$ cat src/rtl/sio_pkg.sv
package sio_pkg;
  localparam int BYTE_W   = 8;
  localparam int ST_RXRDY = 0;
  localparam int ST_OVR   = 1;
  localparam int ST_TXRDY = 2;

  // Status byte layout; the upper bus bits are zero-extended by the top.
  function automatic logic [BYTE_W-1:0] pack_status(input logic rxrdy,
                                                    input logic ovr,
                                                    input logic txrdy);
    logic [BYTE_W-1:0] s;
    s = '0;
    s[ST_RXRDY] = rxrdy;
    s[ST_OVR]   = ovr;
    s[ST_TXRDY] = txrdy;
    return s;
  endfunction

  function automatic logic [31:0] zext_byte(input logic [BYTE_W-1:0] b);
    return {{(32-BYTE_W){1'b0}}, b};
  endfunction
endpackage

$ cat src/rtl/sio_addr_dec.sv
module sio_addr_dec #(
  parameter int ADDR_W = 8,
  parameter logic [ADDR_W-1:0] DATA_OFS = 'h10,
  parameter logic [ADDR_W-1:0] STAT_OFS = 'h14
) (
  input  logic              sel,
  input  logic              wr,
  input  logic [ADDR_W-1:0] addr,
  output logic              rd_data,
  output logic              wr_data,
  output logic              rd_stat
);
  logic hit_data, hit_stat;
  assign hit_data = (addr == DATA_OFS);
  assign hit_stat = (addr == STAT_OFS);
  assign rd_data  = sel && !wr && hit_data;
  assign wr_data  = sel &&  wr && hit_data;
  assign rd_stat  = sel && !wr && hit_stat;
endmodule

$ cat src/rtl/sio_rx_hold.sv
module sio_rx_hold #(
  parameter int BYTE_W = 8
) (
  input  logic              clk,
  input  logic              rst_n,
  input  logic              in_valid,
  input  logic [BYTE_W-1:0] in_byte,
  input  logic              rd_take,
  input  logic              clr_ovr,
  output logic [BYTE_W-1:0] byte_q,
  output logic              full_q,
  output logic              ovr_q,
  output logic              evt_q
);
  logic lose;
  // A byte is lost only if the held one is still unread and not read now.
  assign lose = in_valid && full_q && !rd_take;

  always_ff @(posedge clk) begin
    if (!rst_n) begin
      byte_q <= '0;
      full_q <= 1'b0;
      ovr_q  <= 1'b0;
      evt_q  <= 1'b0;
    end else begin
      evt_q <= in_valid;
      if (in_valid)     byte_q <= in_byte;
      if (in_valid)     full_q <= 1'b1;
      else if (rd_take) full_q <= 1'b0;
      if (lose)         ovr_q  <= 1'b1;
      else if (clr_ovr) ovr_q  <= 1'b0;
    end
  end
endmodule

$ cat src/rtl/sio_tx_hold.sv
module sio_tx_hold #(
  parameter int BYTE_W = 8
) (
  input  logic              clk,
  input  logic              rst_n,
  input  logic              wr_req,
  input  logic [BYTE_W-1:0] wr_byte,
  input  logic              ser_ready,
  input  logic              ser_done,
  output logic              ser_valid,
  output logic [BYTE_W-1:0] byte_q,
  output logic              busy_q,
  output logic              evt_q,
  output logic              accept,
  output logic              finish
);
  logic pend_q;
  assign accept    = wr_req && !busy_q;
  assign finish    = busy_q && !pend_q && ser_done;
  assign ser_valid = pend_q;

  always_ff @(posedge clk) begin
    if (!rst_n) begin
      byte_q <= '0;
      busy_q <= 1'b0;
      pend_q <= 1'b0;
      evt_q  <= 1'b0;
    end else begin
      evt_q <= finish;
      if (accept) begin
        byte_q <= wr_byte;
        busy_q <= 1'b1;
        pend_q <= 1'b1;
      end else begin
        if (pend_q && ser_ready) pend_q <= 1'b0;
        if (finish)              busy_q <= 1'b0;
      end
    end
  end
endmodule

$ cat src/rtl/sio_regfront.sv
module sio_regfront #(
  parameter int ADDR_W = 8,
  parameter int DATA_W = 32,
  parameter logic [ADDR_W-1:0] DATA_OFS = 'h10,
  parameter logic [ADDR_W-1:0] STAT_OFS = 'h14
) (
  input  logic              clk,
  input  logic              rst_n,
  input  logic              bus_sel,
  input  logic              bus_wr,
  input  logic [ADDR_W-1:0] bus_addr,
  input  logic [DATA_W-1:0] bus_wdata,
  output logic [DATA_W-1:0] bus_rdata,
  input  logic              rx_valid,
  input  logic [7:0]        rx_data,
  output logic              rx_ready,
  output logic              tx_valid,
  output logic [7:0]        tx_data,
  input  logic              tx_ready,
  input  logic              tx_done,
  output logic              irq_rx,
  output logic              irq_tx
);
  import sio_pkg::*;
  localparam int PAD_W = DATA_W - BYTE_W;

  // Named internal events, used by the bound checker.
  logic rd_data_evt, wr_data_evt, rd_stat_evt, mapped_rd;
  logic tx_accept, tx_finish;
  logic rx_full, rx_ovr, tx_busy;
  logic [BYTE_W-1:0] rx_byte, stat_byte;

  sio_addr_dec #(.ADDR_W(ADDR_W), .DATA_OFS(DATA_OFS), .STAT_OFS(STAT_OFS)) u_dec (
    .sel(bus_sel), .wr(bus_wr), .addr(bus_addr),
    .rd_data(rd_data_evt), .wr_data(wr_data_evt), .rd_stat(rd_stat_evt)
  );

  sio_rx_hold #(.BYTE_W(BYTE_W)) u_rx (
    .clk(clk), .rst_n(rst_n), .in_valid(rx_valid), .in_byte(rx_data),
    .rd_take(rd_data_evt), .clr_ovr(rd_stat_evt),
    .byte_q(rx_byte), .full_q(rx_full), .ovr_q(rx_ovr), .evt_q(irq_rx)
  );

  sio_tx_hold #(.BYTE_W(BYTE_W)) u_tx (
    .clk(clk), .rst_n(rst_n), .wr_req(wr_data_evt), .wr_byte(bus_wdata[BYTE_W-1:0]),
    .ser_ready(tx_ready), .ser_done(tx_done), .ser_valid(tx_valid),
    .byte_q(tx_data), .busy_q(tx_busy), .evt_q(irq_tx),
    .accept(tx_accept), .finish(tx_finish)
  );

  assign rx_ready  = 1'b1;
  assign mapped_rd = rd_data_evt || rd_stat_evt;
  assign stat_byte = pack_status(rx_full, rx_ovr, !tx_busy);

  always_comb begin
    if (rd_data_evt)      bus_rdata = {{PAD_W{1'b0}}, rx_byte};
    else if (rd_stat_evt) bus_rdata = {{PAD_W{1'b0}}, stat_byte};
    else                  bus_rdata = '0;
  end
endmodule

$ cat config.mk
export PLATFORM = sky130hd
export DESIGN_NAME = sio_regfront
export DESIGN_NICKNAME = d
export VERILOG_FILES = /design/src/rtl/sio_pkg.sv /design/src/rtl/sio_addr_dec.sv /design/src/rtl/sio_rx_hold.sv /design/src/rtl/sio_tx_hold.sv /design/src/rtl/sio_regfront.sv
export SDC_FILE = /design/constraint.sdc
export NUM_CORES = 1
export LEC_CHECK = 0
export ABC_AREA = 0
export BUFFER_PORTS_ARGS = -buffer_cell sky130_fd_sc_hd__buf_2
export CAP_MARGIN = 5
export CORE_UTILIZATION = 41
export DETAILED_ROUTE_END_ITERATION = 10
export PLACE_DENSITY = 0.85
export SYNTH_ARGS = -nofsm -noshare
export SYNTH_HDL_FRONTEND = slang
export SYNTH_SLANG_ARGS = --single-unit
$ cat constraint.sdc
create_clock -name clk -period 3.4 [get_ports clk]
set_input_delay 0.68 -clock clk [delete_from_list [all_inputs] [get_ports clk]]
set_output_delay 0.68 -clock clk [all_outputs]
set_load 0.05 [all_outputs]
==> results of run 1 <==
## registers in the layout (all words and copies together), names as in the netlist
register,count
u_tx.busy_q,1
u_tx.ser_valid,1
u_rx.byte_q,8
u_rx.full_q,1
u_rx.evt_q,1
u_tx.evt_q,1
u_rx.ovr_q,1
u_tx.byte_q,8
## cells in the mapped netlist
master,count
a21oi_1,3
and2_1,6
and4_1,1
buf_1,1
buf_4,26
clkbuf_1,4
conb_1,2
dfxtp_1,22
inv_1,3
mux2i_1,19
nand2_1,17
nand2b_1,2
nor2_1,5
nor2b_1,8
nor4_2,2
o211a_1,1
o21a_1,2
o21ai_0,1
or3_4,1
or4b_1,1
or4b_4,1
## power groups by stage
stage          clock network (mW)  registers [mW]  logic, mW
6_report                    0.197           0.269      0.110
5_1_grt                     0.215           0.270      0.120
4_1_cts                     0.205           0.269      0.110
3_5_place_dp                    0           0.275      0.110
3_3_place_gp                    0           0.275      0.108
2_1_floorplan                   0           0.277      0.109
## metrics by stage
step | util, % | hold slack, ps
floorplan | - | 474
global placement | 51.8 | 439
detailed placement | 51.8 | 448
CTS | 53.8 | 467
global route | 53.8 | 492
finish | 53.8 | 463
## path summary, 6_finish.rpt
| check | cells after the start | slack [ps] | to | startpoint |
|---|---|---|---|---|
| setup / recovery | 5 | 590 | bus_rdata[2] | bus_addr[5] |
| hold / removal | 2 | 460 | u_tx.byte_q[3] | u_tx.byte_q[3] |
| setup reg to reg | 3 | 2280 | u_tx.byte_q[7] | u_tx.busy_q |
| hold reg to reg | 2 | 460 | u_tx.byte_q[3] | u_tx.byte_q[3] |
## cell usage in the layout (no fill, tap or decap)
cell       synthesis  final
and2_1             6      6
buf_4             26      2
o211a_1            1      1
or4b_1             1      1
or3_4              1      1
mux2i_1           19     19
nand2b_1           2      2
buf_2              0     49
nor2b_1            8      8
bufinv_16          0      1
inv_1              3      3
o21a_1             2      2
o21ai_0            1      1
or4b_4             1      1
nor4_2             2      2
dfxtp_1           22     22
and4_1             1      1
clkbuf_4           0      3
nor2_1             5      5
nand2_1           17     17
a21oi_1            3      3
conb_1             2     25
## tightest hold or removal path, stage by stage, from the launching register on
cell and delay, ps:
dfxtp_1 330, nand2_1 50, mux2i_1 50
## metal layers
layer | vias to the layer above | global-route usage, %
met5 | - | 0
met4 | 0 | 2.50
met3 | 0 | 6.83
met2 | 48 | 23.9
met1 | 388 | 17.0
li1 | 455 | -
## cells by family (layout without fill, tap and decap cells)
| group | after synthesis | in the layout |
|---|---|---|
| flops | 22 | 22 |
| buf+inv | 34 | 58 |
| simple gates | 44 | 44 |
| compound gates | 7 | 7 |
| mux | 19 | 19 |
| other cells | 2 | 25 |
## cell type report
type	count	area [sq um]	area share [%]
clock buffers	3	22.5	1.63
clock inverters	1	30.0	2.17
inverters	3	11.3	0.814
multi-input cells	95	581	42.0
flip-flops and latches	22	440	31.9
well taps	30	37.5	2.71
repair buffers	51	260	18.8
==> impl_metrics.yaml, run 1 <==
status:
  status: "finished clean"
cells_and_area:
  drive_gt1_share_pct: 33.7
  final_cell_area_sq_um: 1380
  area_growth_pct: 19.2
  fin_nets: 231
  n_antenna_cell: 0
  fillCellCount: 253
  fin_cells: 205
timing:
  setup-violations-final: 0
  clock_skew_ps: 1.26
  max_freq_mhz: 356
  hold_viol_final: 0
  setup_tns_ps: 0
  setup_ws_ps: 592
  period_needed_ps: 2810
  report.final.slew_viol_count: 0
  grt_setup_unrepaired: "false"
  fin_crit_sh_pct: 82.6
synth:
  synth_area_leader_cell: "dfxtp_1"
  synth_xor_area_share_pct: 0
  synth_cell_types: 21
  synth.area.top_cells: "dfxtp_1 (38%), buf_4 (17%), mux2i_1 (16%)"
  synth-simple-area-share_pct: 21.7
  synth_top_family_by_area: "simple AND/OR/NAND/NOR gates"
  post-synth-top-area-fraction_pct: 38.0
  synth-seq-cells: 22
  yosysSeqAreaShare_pct: 38.0
  muxShareOfSynthArea_pct: 16.4
  synthCells: 128
  syn_area_sq_um: 1160
  synth-compound-area-share_pct: 3.88
  synth-adder-area-share_pct: 0
  ys_warn_count: 0
  syn_area_per_cell_sq_um: 9.06
power:
  vdd_ir_drop_max_uv: 343
  pwr-share-clk_pct: 34.2
  leakagePower_nw: 0.711
  p_int_mw: 0.411
  netSwitchingPower_mw: 0.166
  pwr_density_cell_nw_per_um2: 417
  combPwrFrac_pct: 19.1
  total_power_mw: 0.577
  pwr-share-seq_pct: 46.7
  sw_frac_of_total_pct: 28.8
run:
  cap_violations: 0
cts:
  cts.hold.buffers_added: 0
  numCtsBuffers: 3
  clock_latency_ps: 310
  cts_root_buf: "clkbuf_4"
  cts_tree: "done"
  cts_resized: 0
  cts_setup_buffers: 0
  clk_path_buf_depth: 2
  clk_pin_slew_ps: 120
  cts.sinks: 22
  cts_max_level: 1
drt:
  post_drt_wl_per_cell_um: 9.51
  drt-met1-wl_um: 890
  antenna_left: 0
  viasPerCell: 4.35
  wl_met3_um: 192
  routed.top_layer: "met3"
  firstDrtPassIters: 4
  drtIter0Drc: 6
  met2_length_um: 866
  vias: 891
  wl_um: 1950
  post-route-drc-count: 0
global_routing:
  grt_pass1_wl_um: 3130
  first_global_vias: 741
  antenna_found_initial: 0
  grt_max_degree: 31
  grt_use_total_pct: 14.4
  grt_overflow: 0
place:
  dp_cells: 201
  gp_congestion: 0.705
  io_buffers: 49
  placed_cell_area_sq_um: 1330
  pre_cts_ws_ps: 586
  post-dp-hpwl_um: 1490
critical_path:
  cp.required_ps: 2720
  cp-end-kind: "output port"
  cp_common_cell: "buf_2"
  cp_data_arrival_time_ps: 2130
  start_kind: "input port"
  path_max_fanout: 4
  path_cells: "buf_2 -> or4b_1 -> or3_4 -> nor2_1 -> buf_2"
  worstSetupPathType: "in2out"
  crit_buf_inv: 2
  cpMaxStageDelayCell: "or4b_1"
  path_delay_family: "simple AND/OR/NAND/NOR gates"
  max_stage_delay_ps: 600
floorplanning:
  core.rowCount: 18
  die_h_um: 55.2
  core_sq_um: 2570
  initial_core_util_pct: 45.2
  dieArea_sq_um: 3050
  io_pins: 99
  fp.dieW_um: 55.2
worst_hold_path:
  min_path_type: "reg2reg"
No activity file was read; power rests on OpenSTA's default activity.
==> run 2: changes to the inputs <==
--- a/config.mk
+++ b/config.mk
@@ -8,9 +8,9 @@
 export ABC_AREA = 0
 export BUFFER_PORTS_ARGS = -buffer_cell sky130_fd_sc_hd__buf_2
 export CAP_MARGIN = 5
-export CORE_UTILIZATION = 41
+export CORE_UTILIZATION = 38
 export DETAILED_ROUTE_END_ITERATION = 10
-export PLACE_DENSITY = 0.85
+export PLACE_DENSITY = 0.8
 export SYNTH_ARGS = -nofsm -noshare
 export SYNTH_HDL_FRONTEND = slang
 export SYNTH_SLANG_ARGS = --single-unit
==> constraint.sdc (replaced) <==
create_clock -name clk -period 2.75 [get_ports clk]
set_input_delay 0.55 -clock clk [delete_from_list [all_inputs] [get_ports clk]]
set_output_delay 0.55 -clock clk [all_outputs]
set_load 0.05 [all_outputs]
==> run 2 against run 1 <==
- the run now ends with design-rule violations left
- final cell count is the same
- global-route usage fell by 2.5 points
- via count down 0.56%
- core utilization shrank 6.0 points
- flip-flop and latch count did not move
- die area increased by 7.6%
==> impl_metrics.yaml, run 2 (synthesized netlist as in run 1, its figures left out) <==
status:
  status: "finished, violations left"
  violations: "design-rule violations"
global_routing:
  grt_max_degree: 31
  grt_use_total_pct: 11.8
  grt_overflow: 0
  met2_usage_pct: 19.5
  first_global_vias: 747
  met1_usage_pct: 15.7
  busiest_layer: "met2"
  grtUsageMet3_pct: 2.04
  antenna_found_initial: 0
  grt_pass1_wl_um: 3050
critical_path:
  r2r_slack_ps: 1650
  rr_endpoint: "u_tx.byte_q[3]"
  path_max_fanout: 4
  reg2reg_depth: 3
  timing.rr.start: "u_tx.busy_q"
  cp.required_ps: 2200
  start_kind: "input port"
  worstSetupPathType: "in2out"
  cp_data_arrival_time_ps: 2010
  cp-end-kind: "output port"
cts:
  cts_root_buf: "clkbuf_4"
  cts.hold.buffers_added: 0
  cts_setup_buffers: 0
  cts.sinks: 22
  clk_pin_slew_ps: 110
  cts_max_level: 1
  cts_tree: "done"
  clock_latency_ps: 290
  numCtsBuffers: 3
  cts_resized: 0
  clk_path_buf_depth: 2
cells_and_area:
  fin_cells: 205
  top_regs: "u_rx.byte_q (8), u_tx.byte_q (8)"
  n_antenna_cell: 0
  final_common_cell: "buf_2"
  multi_input_area_sq_um: 581
  drive_gt1_share_pct: 33.3
  fin_nets: 231
  fillCellCount: 286
  most-common-layout-cells: "buf_2 (49), conb_1 (25), dfxtp_1 (22), mux2i_1 (19), nand2_1 (17)"
  area_growth_pct: 16.7
  final-seq-area_sq_um: 440
timing:
  period_needed_ps: 2560
  fin_crit_sh_pct: 93.0
  hold_viol_final: 0
  report.final.slew_viol_count: 0
  clock_skew_ps: 0.458
  grt_setup_unrepaired: "false"
  setup-violations-final: 0
  setup_tns_ps: 0
  max_freq_mhz: 391
  holdWs_ps: 464
power:
  vdd_ir_drop_max_uv: 183
  pwr_density_cell_nw_per_um2: 449
  p_int_mw: 0.411
  leakagePower_nw: 0.697
  sw_frac_of_total_pct: 32.4
  pwr-share-seq_pct: 54.7
  netSwitchingPower_mw: 0.197
  total_power_mw: 0.608
  combPwrFrac_pct: 22.3
  pwr-share-clk_pct: 23.0
drt:
  post_drt_wl_per_cell_um: 9.35
  viasPerCell: 4.32
  vias: 886
  antenna_left: 0
  wl_um: 1920
  firstDrtPassIters: 10
  drtIter0Drc: 30
  post-route-drc-count: 7
floorplanning:
  core_sq_um: 2830
  dieArea_sq_um: 3280
  io_pins: 99
  fp.dieW_um: 57.2
  core.rowCount: 19
  initial_core_util_pct: 41.0
  die_h_um: 57.2
worst_hold_path:
  worstHoldPathCells: 2
  min_path_type: "reg2reg"
  hold_path_startpoint: "u_tx.byte_q[5]"
  hold_end: "u_tx.byte_q[5]"
place:
  post-dp-hpwl_um: 1470
  gp_congestion: 0.675
  dp_cells: 202
  io_buffers: 49
run:
  cap_violations: 0
run 2: worst max-delay path by stage:
stage                           start            to  slack [ps]  cells past startpoint
final                     bus_addr[5]  bus_rdata[2]         190                      5
after detailed placement  bus_addr[5]  bus_rdata[2]         190                      5
after CTS                 bus_addr[5]  bus_rdata[2]         190                      5
after floorplan           bus_addr[5]  bus_rdata[0]          30                      3
after global routing      bus_addr[5]  bus_rdata[0]         160                      5
after global placement    bus_addr[5]  bus_rdata[2]         200                      5
run 2: metrics by stage:
stage	utilization (%)	setup slack [ps]	area [sq um]
final	47.9	193	1350
after CTS	47.9	186	1350
after floorplan	-	31.3	1250
after global placement	47.1	197	1330
after global routing	47.9	157	1350
after detailed placement	47.1	191	1330
run 2: cell type report:
class	count	share of cell area, %
Multi-Input combinational cell	95	42.9
Inverter	3	0.832
Tap cell	31	2.87
Clock buffer	3	1.66
Timing Repair Buffer	51	19.2
Sequential cell	22	32.5
run 2: critical path, stage by stage:
cell and delay, ps:
buf_2 90, or4b_1 600, or3_4 390, nor2_1 110, buf_2 270
run 2: power groups by stage:
stage	Sequential, mW	Clock (mW)	Combinational (mW)
floorplan	0.342	0	0.135
global placement	0.340	0	0.134
detailed placement	0.340	0	0.136
CTS	0.333	0.149	0.136
global route	0.335	0.163	0.144
finish	0.333	0.140	0.136
run 2: layer usage:
metal  vias up  part of all wire (%)
met2        54                    44
met1       374                    47
met4         0                     0
met5         -                     0
li1        458                     -
met3         0                   8.6
